$ cat src/rtl/adc_word_host_pkg.sv
// Shared constants and types for the word-aligned converter host.
// Assumes a converter that returns a 10-bit result MSB first.
package adc_word_host_pkg;
    localparam int RES_BITS  = 10;  // converter result width
    localparam int CMD_BITS  = 4;   // start bit plus three configuration bits
    localparam int LEAD_BITS = 4;   // minimum zeros ahead of the start bit

    typedef enum logic {
        SEQ_IDLE = 1'b0,
        SEQ_RUN  = 1'b1
    } seq_state_e;

    typedef struct packed {
        logic sgl;
        logic odd;
        logic msbf;
    } req_cfg_t;
endpackage

$ cat src/rtl/adc_word_host_sclk.sv
// Serial clock divider. While enabled it toggles sclk every div_i+1
// system clocks and flags, one cycle early, the edge it is about to make.
// Assumes div_i is held stable while enabled. Idles low when disabled.
module adc_word_host_sclk #(
    parameter int DIV_W = 8
) (
    input  logic             clk,
    input  logic             rst_n,
    input  logic             en_i,
    input  logic [DIV_W-1:0] div_i,
    output logic             sclk_o,
    output logic             rise_o,
    output logic             fall_o
);
    logic [DIV_W-1:0] cnt_q;
    logic             sclk_q;
    logic             term;

    // Terminal count marks the cycle whose closing edge toggles sclk.
    assign term   = en_i && (cnt_q == div_i);
    assign rise_o = term && !sclk_q;
    assign fall_o = term && sclk_q;
    assign sclk_o = sclk_q;

    // Half-period counter and clock toggle.
    always_ff @(posedge clk) begin
        if (!rst_n || !en_i) begin
            cnt_q  <= '0;
            sclk_q <= 1'b0;
        end else if (term) begin
            cnt_q  <= '0;
            sclk_q <= ~sclk_q;
        end else begin
            cnt_q  <= cnt_q + 1'b1;
        end
    end
endmodule

$ cat src/rtl/adc_word_host_seq.sv
// Frame sequencer. Counts rising serial clock edges, owns chip select,
// and tells the shifters when to load, capture, release and finish.
// Assumes rise_i/fall_i only pulse while the frame is running.
module adc_word_host_seq
    import adc_word_host_pkg::*;
#(
    parameter int REQ_BITS = 8,
    parameter int RSP_BITS = 16
) (
    input  logic clk,
    input  logic rst_n,
    input  logic start_i,
    input  logic rise_i,
    input  logic fall_i,
    output logic busy_o,
    output logic cs_n_o,
    output logic load_o,
    output logic capture_o,
    output logic release_o,
    output logic finish_o
);
    localparam int TOT_BITS = REQ_BITS + RSP_BITS;
    localparam int CNT_W    = $clog2(TOT_BITS + 1);
    localparam logic [CNT_W-1:0] TOT_C  = CNT_W'(TOT_BITS);
    localparam logic [CNT_W-1:0] REQ_C  = CNT_W'(REQ_BITS);
    localparam logic [CNT_W-1:0] LAST_Q = CNT_W'(REQ_BITS - 1);

    seq_state_e       state_q;
    logic [CNT_W-1:0] edge_q;
    logic             cs_n_q;
    logic             run;

    // Decode of the frame events from state and edge count.
    assign run       = (state_q == SEQ_RUN);
    assign load_o    = !run && start_i;
    assign finish_o  = run && fall_i && (edge_q == TOT_C);
    assign capture_o = run && rise_i && (edge_q >= REQ_C);
    assign release_o = run && rise_i && (edge_q == LAST_Q);
    assign busy_o    = run;
    assign cs_n_o    = cs_n_q;

    // Frame state, chip select and rising-edge counter.
    always_ff @(posedge clk) begin
        if (!rst_n) begin
            state_q <= SEQ_IDLE;
            edge_q  <= '0;
            cs_n_q  <= 1'b1;
        end else if (load_o) begin
            state_q <= SEQ_RUN;
            edge_q  <= '0;
            cs_n_q  <= 1'b0;
        end else if (finish_o) begin
            state_q <= SEQ_IDLE;
            cs_n_q  <= 1'b1;
        end else if (run && rise_i) begin
            edge_q  <= edge_q + 1'b1;
        end
    end
endmodule

$ cat src/rtl/adc_word_host_tx.sv
// Request shifter and line-direction control. Loads zeros, start bit and
// configuration at the start and shifts one bit per falling serial edge.
// In single-wire mode it releases the line at the last request bit.
module adc_word_host_tx
    import adc_word_host_pkg::*;
#(
    parameter int REQ_BITS = 8
) (
    input  logic     clk,
    input  logic     rst_n,
    input  logic     load_i,
    input  req_cfg_t cfg_i,
    input  logic     one_wire_i,
    input  logic     fall_i,
    input  logic     release_i,
    input  logic     finish_i,
    output logic     mosi_o,
    output logic     oe_o
);
    localparam int PAD_BITS = REQ_BITS - CMD_BITS;

    logic [REQ_BITS-1:0] shift_q;
    logic                oe_q;

    assign mosi_o = shift_q[REQ_BITS-1];
    assign oe_o   = oe_q;

    // Request shift register, MSB presented first.
    always_ff @(posedge clk) begin
        if (!rst_n) begin
            shift_q <= '0;
        end else if (load_i) begin
            shift_q <= {{PAD_BITS{1'b0}}, 1'b1, cfg_i.sgl, cfg_i.odd, cfg_i.msbf};
        end else if (fall_i) begin
            shift_q <= {shift_q[REQ_BITS-2:0], 1'b0};
        end
    end

    // Drive enable: on for the frame, dropped early when the line is shared.
    always_ff @(posedge clk) begin
        if (!rst_n) begin
            oe_q <= 1'b0;
        end else if (load_i) begin
            oe_q <= 1'b1;
        end else if (finish_i) begin
            oe_q <= 1'b0;
        end else if (release_i && one_wire_i) begin
            oe_q <= 1'b0;
        end
    end
endmodule

$ cat src/rtl/adc_word_host_rx.sv
// Reply shifter. Shifts in reply bits MSB first and, at the end of the
// frame, presents them left justified with a one-cycle valid strobe.
// Assumes RSP_BITS <= OUT_W.
module adc_word_host_rx #(
    parameter int RSP_BITS = 16,
    parameter int OUT_W    = 16
) (
    input  logic             clk,
    input  logic             rst_n,
    input  logic             load_i,
    input  logic             capture_i,
    input  logic             finish_i,
    input  logic             miso_i,
    output logic [OUT_W-1:0] result_o,
    output logic             valid_o
);
    logic [RSP_BITS-1:0] shift_q;
    logic [OUT_W-1:0]    aligned;
    logic [OUT_W-1:0]    result_q;
    logic                valid_q;

    // Alignment: pad below the reply only when it is narrower than the output.
    generate
        if (RSP_BITS == OUT_W) begin : g_full
            assign aligned = shift_q;
        end else begin : g_pad
            assign aligned = {shift_q, {(OUT_W - RSP_BITS){1'b0}}};
        end
    endgenerate

    assign result_o = result_q;
    assign valid_o  = valid_q;

    // Reply shift register, cleared at the start of each frame.
    always_ff @(posedge clk) begin
        if (!rst_n || load_i) begin
            shift_q <= '0;
        end else if (capture_i) begin
            shift_q <= {shift_q[RSP_BITS-2:0], miso_i};
        end
    end

    // Result hold register and strobe.
    always_ff @(posedge clk) begin
        if (!rst_n) begin
            result_q <= '0;
            valid_q  <= 1'b0;
        end else begin
            valid_q <= finish_i;
            if (finish_i) begin
                result_q <= aligned;
            end
        end
    end
endmodule

$ cat src/rtl/adc_word_host.sv
// Word-aligned serial converter host, top level. Sizes request and reply
// to whole XFER_W-bit words, latches the configuration at start and ties
// the clock divider, sequencer and shifters together.
// Assumes XFER_W divides into a request of at least 8 bits.
module adc_word_host
    import adc_word_host_pkg::*;
#(
    parameter int XFER_W = 8,
    parameter int DIV_W  = 8,
    parameter int OUT_W  = 16
) (
    input  logic             clk,
    input  logic             rst_n,
    input  logic             start_i,
    input  logic             sgl_i,
    input  logic             odd_i,
    input  logic             msbf_i,
    input  logic             one_wire_i,
    input  logic [DIV_W-1:0] div_i,
    output logic             busy_o,
    output logic             valid_o,
    output logic [OUT_W-1:0] result_o,
    output logic             cs_n_o,
    output logic             sclk_o,
    output logic             mosi_o,
    output logic             mosi_oe_o,
    input  logic             miso_i
);
    localparam int REQ_WORDS = (LEAD_BITS + CMD_BITS + XFER_W - 1) / XFER_W;
    localparam int RSP_WORDS = (RES_BITS + XFER_W - 1) / XFER_W;
    localparam int REQ_BITS  = REQ_WORDS * XFER_W;
    localparam int RSP_BITS  = RSP_WORDS * XFER_W;

    req_cfg_t         cfg_live;
    logic             ow_q;
    logic [DIV_W-1:0] div_q;
    logic             rise, fall;
    logic             load, capture, release_line, finish;
    logic             run;

    assign cfg_live = '{sgl: sgl_i, odd: odd_i, msbf: msbf_i};
    assign busy_o   = run;

    // Per-frame capture of line mode and divide ratio.
    always_ff @(posedge clk) begin
        if (!rst_n) begin
            ow_q  <= 1'b0;
            div_q <= '0;
        end else if (load) begin
            ow_q  <= one_wire_i;
            div_q <= div_i;
        end
    end

    adc_word_host_sclk #(.DIV_W(DIV_W)) u_sclk (
        .clk    (clk),
        .rst_n  (rst_n),
        .en_i   (run),
        .div_i  (div_q),
        .sclk_o (sclk_o),
        .rise_o (rise),
        .fall_o (fall)
    );

    adc_word_host_seq #(.REQ_BITS(REQ_BITS), .RSP_BITS(RSP_BITS)) u_seq (
        .clk       (clk),
        .rst_n     (rst_n),
        .start_i   (start_i),
        .rise_i    (rise),
        .fall_i    (fall),
        .busy_o    (run),
        .cs_n_o    (cs_n_o),
        .load_o    (load),
        .capture_o (capture),
        .release_o (release_line),
        .finish_o  (finish)
    );

    adc_word_host_tx #(.REQ_BITS(REQ_BITS)) u_tx (
        .clk        (clk),
        .rst_n      (rst_n),
        .load_i     (load),
        .cfg_i      (cfg_live),
        .one_wire_i (ow_q),
        .fall_i     (fall),
        .release_i  (release_line),
        .finish_i   (finish),
        .mosi_o     (mosi_o),
        .oe_o       (mosi_oe_o)
    );

    adc_word_host_rx #(.RSP_BITS(RSP_BITS), .OUT_W(OUT_W)) u_rx (
        .clk       (clk),
        .rst_n     (rst_n),
        .load_i    (load),
        .capture_i (capture),
        .finish_i  (finish),
        .miso_i    (miso_i),
        .result_o  (result_o),
        .valid_o   (valid_o)
    );
endmodule

$ cat config.mk
export PLATFORM = sky130hd
export DESIGN_NAME = adc_word_host
export DESIGN_NICKNAME = d
export VERILOG_FILES = /design/src/rtl/adc_word_host_pkg.sv /design/src/rtl/adc_word_host_sclk.sv /design/src/rtl/adc_word_host_seq.sv /design/src/rtl/adc_word_host_tx.sv /design/src/rtl/adc_word_host_rx.sv /design/src/rtl/adc_word_host.sv
export SDC_FILE = /design/constraint.sdc
export NUM_CORES = 1
export LEC_CHECK = 0
export CORE_MARGIN = 4
export CORE_UTILIZATION = 47
export CTS_CLUSTER_SIZE = 10
export DETAILED_ROUTE_END_ITERATION = 10
export DONT_BUFFER_PORTS = 1
export HOLD_SLACK_MARGIN = 0.08
export PLACE_DENSITY = 0.66
export SYNTH_ARGS = -nofsm -noshare
export SYNTH_HDL_FRONTEND = slang
export SYNTH_SLANG_ARGS = --single-unit
$ cat constraint.sdc
create_clock -name clk -period 2.44 [get_ports clk]
set_input_delay 0.488 -clock clk [delete_from_list [all_inputs] [get_ports clk]]
set_output_delay 0.488 -clock clk [all_outputs]
set_load 0.01 [all_outputs]
==> impl_metrics.csv <==
group,metric,value,unit
critical_path,critPathCaptureType,"flip-flop",
global_route,grt_overflow,0,
pwr,swShare,23.5,%
timing,final_hold_viol_count,0,
logic_synthesis,synth_nets,309,
logic_synthesis,ys_top_cells_by_area,"dfxtp_1, mux2i_1, nand2_1",
layout,area_growth,9.97,%
global_route,grt.total_usage,15.6,%
timing,rsz0062_at_grt,"false",
timing,clock_skew,0.00986,ns
layout,diodes,0,
pwr,power_frac_clock,42.4,%
critical_path,crit_path_start,"u_sclk.cnt_q[0]$_SDFF_PP0_",
critical_path,r2r-start,"u_sclk.cnt_q[0]$_SDFF_PP0_",
timing,setup_ws,0.641,ns
pwr,leakagePower,1.04,nW
floorplan,num_io_pins,38,
logic_synthesis,synth-main-ff-cell,"dfxtp_1",
pwr,intPower,1.66,mW
timing,setup_viol,0,
clocking,clock_sinks,67,
logic_synthesis,ys_seq_area_share,49.7,%
critical_path,cp-endpoint,"u_seq.edge_q[4]$_SDFFE_PP0P_",
logic_synthesis,synth_edf_count,0,
global_route,grt_pass1_vias,1837,
layout,drive_gt1_share,12.5,%
critical_path,cp-start-kind,"flip-flop",
timing,holdWs,0.243,ns
drt,drt_iter0_drc,123,
drt,maxUsedRoutingLayer,"met4",
floorplan,initial_core_util,48.7,%
drt,antenna_left,0,
layout,postLayoutCellArea,2970,um^2
placement,dp_slack,0.673,ns
pwr,comb_power_share,5.1,%
timing,period_minus_slack,1.80,ns
pwr,peakVddDrop,0.000444,V
placement,dp_cells,353,
logic_synthesis,synth.avg_cell_area,9.30,um^2
critical_path,reg2reg_depth,5,
critical_path,crit_fanout,7,
placement,gp_congestion,0.807,
logic_synthesis,syn-cell-area,2700,um^2
global_route,grt_pass1_wl,8700,um
floorplan,design.core.area,5540,um^2
logic_synthesis,syn_inst,290,
logic_synthesis,synth.most_common_cell,"dfxtp_1",
critical_path,ff2ff_setup_slack,0.64,ns
clocking,cts_hold_buf,0,
logic_synthesis,async_flop_share,0,%
drt,first_pass_iters,4,
logic_synthesis,ys_types,34,
floorplan,die_area,7020,um^2
timing,drv_slew,0,
critical_path,reg2reg_to,"u_seq.edge_q[4]$_SDFFE_PP0P_",
clocking,htreeDepth,3,
global_route,grt_max_degree,40,
critical_path,critical_path_class,"flip-flop to flip-flop",
pwr,p_sw,0.509,mW
drt,num_vias,1953,
clocking,cts_buffers,9,
timing,fmaxAchievable,556,MHz
logic_synthesis,synth-seq-cells,67,
min_path,hold_class,"input pin to flip-flop",
pwr,p_per_area,730,nW/um^2
pwr,seqPwrFrac,52.5,%
drt,wire_per_inst,14.1,um
logic_synthesis,yosysTopAreaCell,"dfxtp_1",
drt,drt-met1-wl,2540,um
drt,route.met2.wl,2180,um
logic_synthesis,yosysTopAreaCellShare,49.7,%
clocking,path_clk_slew,0.07,ns
placement,dp_hpwl,3550,um
drt,via_per_inst,5.29,
clocking,cts_resized,0,
logic_synthesis,synth_commonest_cells,"dfxtp_1, nand2_1, nor2_1",
layout,nets,311,
drt,wl,5190,um
clocking,worst_skew_pair.late_latency,0.34,ns
clocking,clock_path_buffers,2,
drt,met3_length,327,um
floorplan,fp.dieH,83.8,um
drt,drc,0,
clocking,cts_tree,"done",
timing,tightest_slew,0.592,ns
run,drv_cap,0,
timing,post-route-period-util,73.7,%
logic_synthesis,yosys_warnings,0,
timing,relSlewSlack,60.2,%
clocking,postCtsSetupRepairBufs,0,
floorplan,fp.dieW,83.8,um
layout,layoutNonFillerInstCount,369,
critical_path,arrival,2.06,ns
floorplan,rows,27,
critical_path,worstPathRequired,2.70,ns
timing,setup_tns,0,ns
placement,portBuffers,0,
clocking,cts_root_buf,"clkbuf_8",
placement,place_area,2770,um^2
run_status,status,"finished clean",
global_route,antenna_found_initial,0,
-- critical path: stages (launching register included) --
cell and delay [ns]:
dfxtp_1 0.48, xnor2_2 0.16, and3_1 0.27, nand3_2 0.18
or4_1 0.50, a21oi_1 0.15
-- per-layer routing --
metal,track usage (%),up-vias
met5,0,-
met4,8.04,0
met3,6.12,12
met2,22.7,43
met1,20.0,901
li1,-,997
-- sequential cells by signal, indices dropped and copies added, names as in the netlist --
register       cells
u_rx.result_o     16
u_tx.shift_q       8
u_rx.valid_o       1
ow_q               1
u_seq.busy_o       1
u_seq.edge_q       5
u_sclk.cnt_q       8
u_tx.oe_o          1
u_rx.aligned      16
u_seq.cs_n_o       1
div_q              8
u_sclk.sclk_o      1
-- worst min path at each step --
stage               cells after the start                             end  slack, ns                           from
finish                                  1       u_seq.cs_n_o$_SDFFE_PN1P_       0.24                          rst_n
global route                            1       u_seq.cs_n_o$_SDFFE_PN1P_       0.23                          rst_n
CTS                                     1       u_seq.cs_n_o$_SDFFE_PN1P_       0.22                          rst_n
detailed placement                      2  u_rx.result_o[12]$_SDFFE_PN0P_       0.46  u_rx.aligned[12]$_SDFFE_PP0P_
global placement                        2               ow_q$_SDFFE_PN0P_       0.46              ow_q$_SDFFE_PN0P_
floorplan                               2               ow_q$_SDFFE_PN0P_       0.43              ow_q$_SDFFE_PN0P_
-- per-stage QoR --
step,util [%],power (mW)
after global routing,53.5,2.25
after floorplan,-,1.25
after CTS,53.5,2.19
after detailed placement,49.9,1.27
after global placement,49.9,1.27
final,53.5,2.17
-- power by group through the flow --
stage / Combinational (mW) / Sequential (mW) / Clock (mW)
after floorplan: 0.0964 / 1.15 / 0
after global placement: 0.107 / 1.16 / 0
after detailed placement: 0.110 / 1.16 / 0
after CTS: 0.111 / 1.14 / 0.945
after global routing: 0.124 / 1.14 / 0.992
final: 0.110 / 1.14 / 0.919
-- cell families after synthesis --
group | synth area share (%)
and+or+nand+nor | 21.3
DFF | 49.7
AOI/OAI and AO/OA | 8.44
muxes | 8.91
buffers and inverters | 3.06
xor gates and xnor gates | 7.14
adders and majority gates | 1.39
-- placed cells by master (no fill, tap or decap), drive strengths merged, types with 2 or more instances in the layout --
cell | netlist | layout
dfxtp | 67 | 67
clkbuf | 9 | 10
o31ai | 2 | 2
buf | 6 | 6
xor2 | 5 | 5
o21ai | 21 | 21
a21oi | 17 | 17
ha | 3 | 3
nand4 | 4 | 4
nand2 | 38 | 38
xnor2 | 11 | 11
nor4 | 2 | 2
and3 | 4 | 4
or4 | 2 | 2
clkinv | 0 | 2
nor2b | 2 | 2
mux2i | 24 | 24
inv | 4 | 5
clkinvlp | 0 | 2
nor2 | 35 | 35
nand3 | 27 | 27
-- layout make-up --
class / count / area, um^2
well taps: 72 / 90.1
multi-input cells: 204 / 1270
clock inverters: 6 / 63.8
fillers: 528 / 2570
clock buffers: 10 / 138
inverters: 4 / 15.0
repair buffers: 6 / 45.0
flip-flops and latches: 67 / 1340
Power figures use the tool's default switching activity.
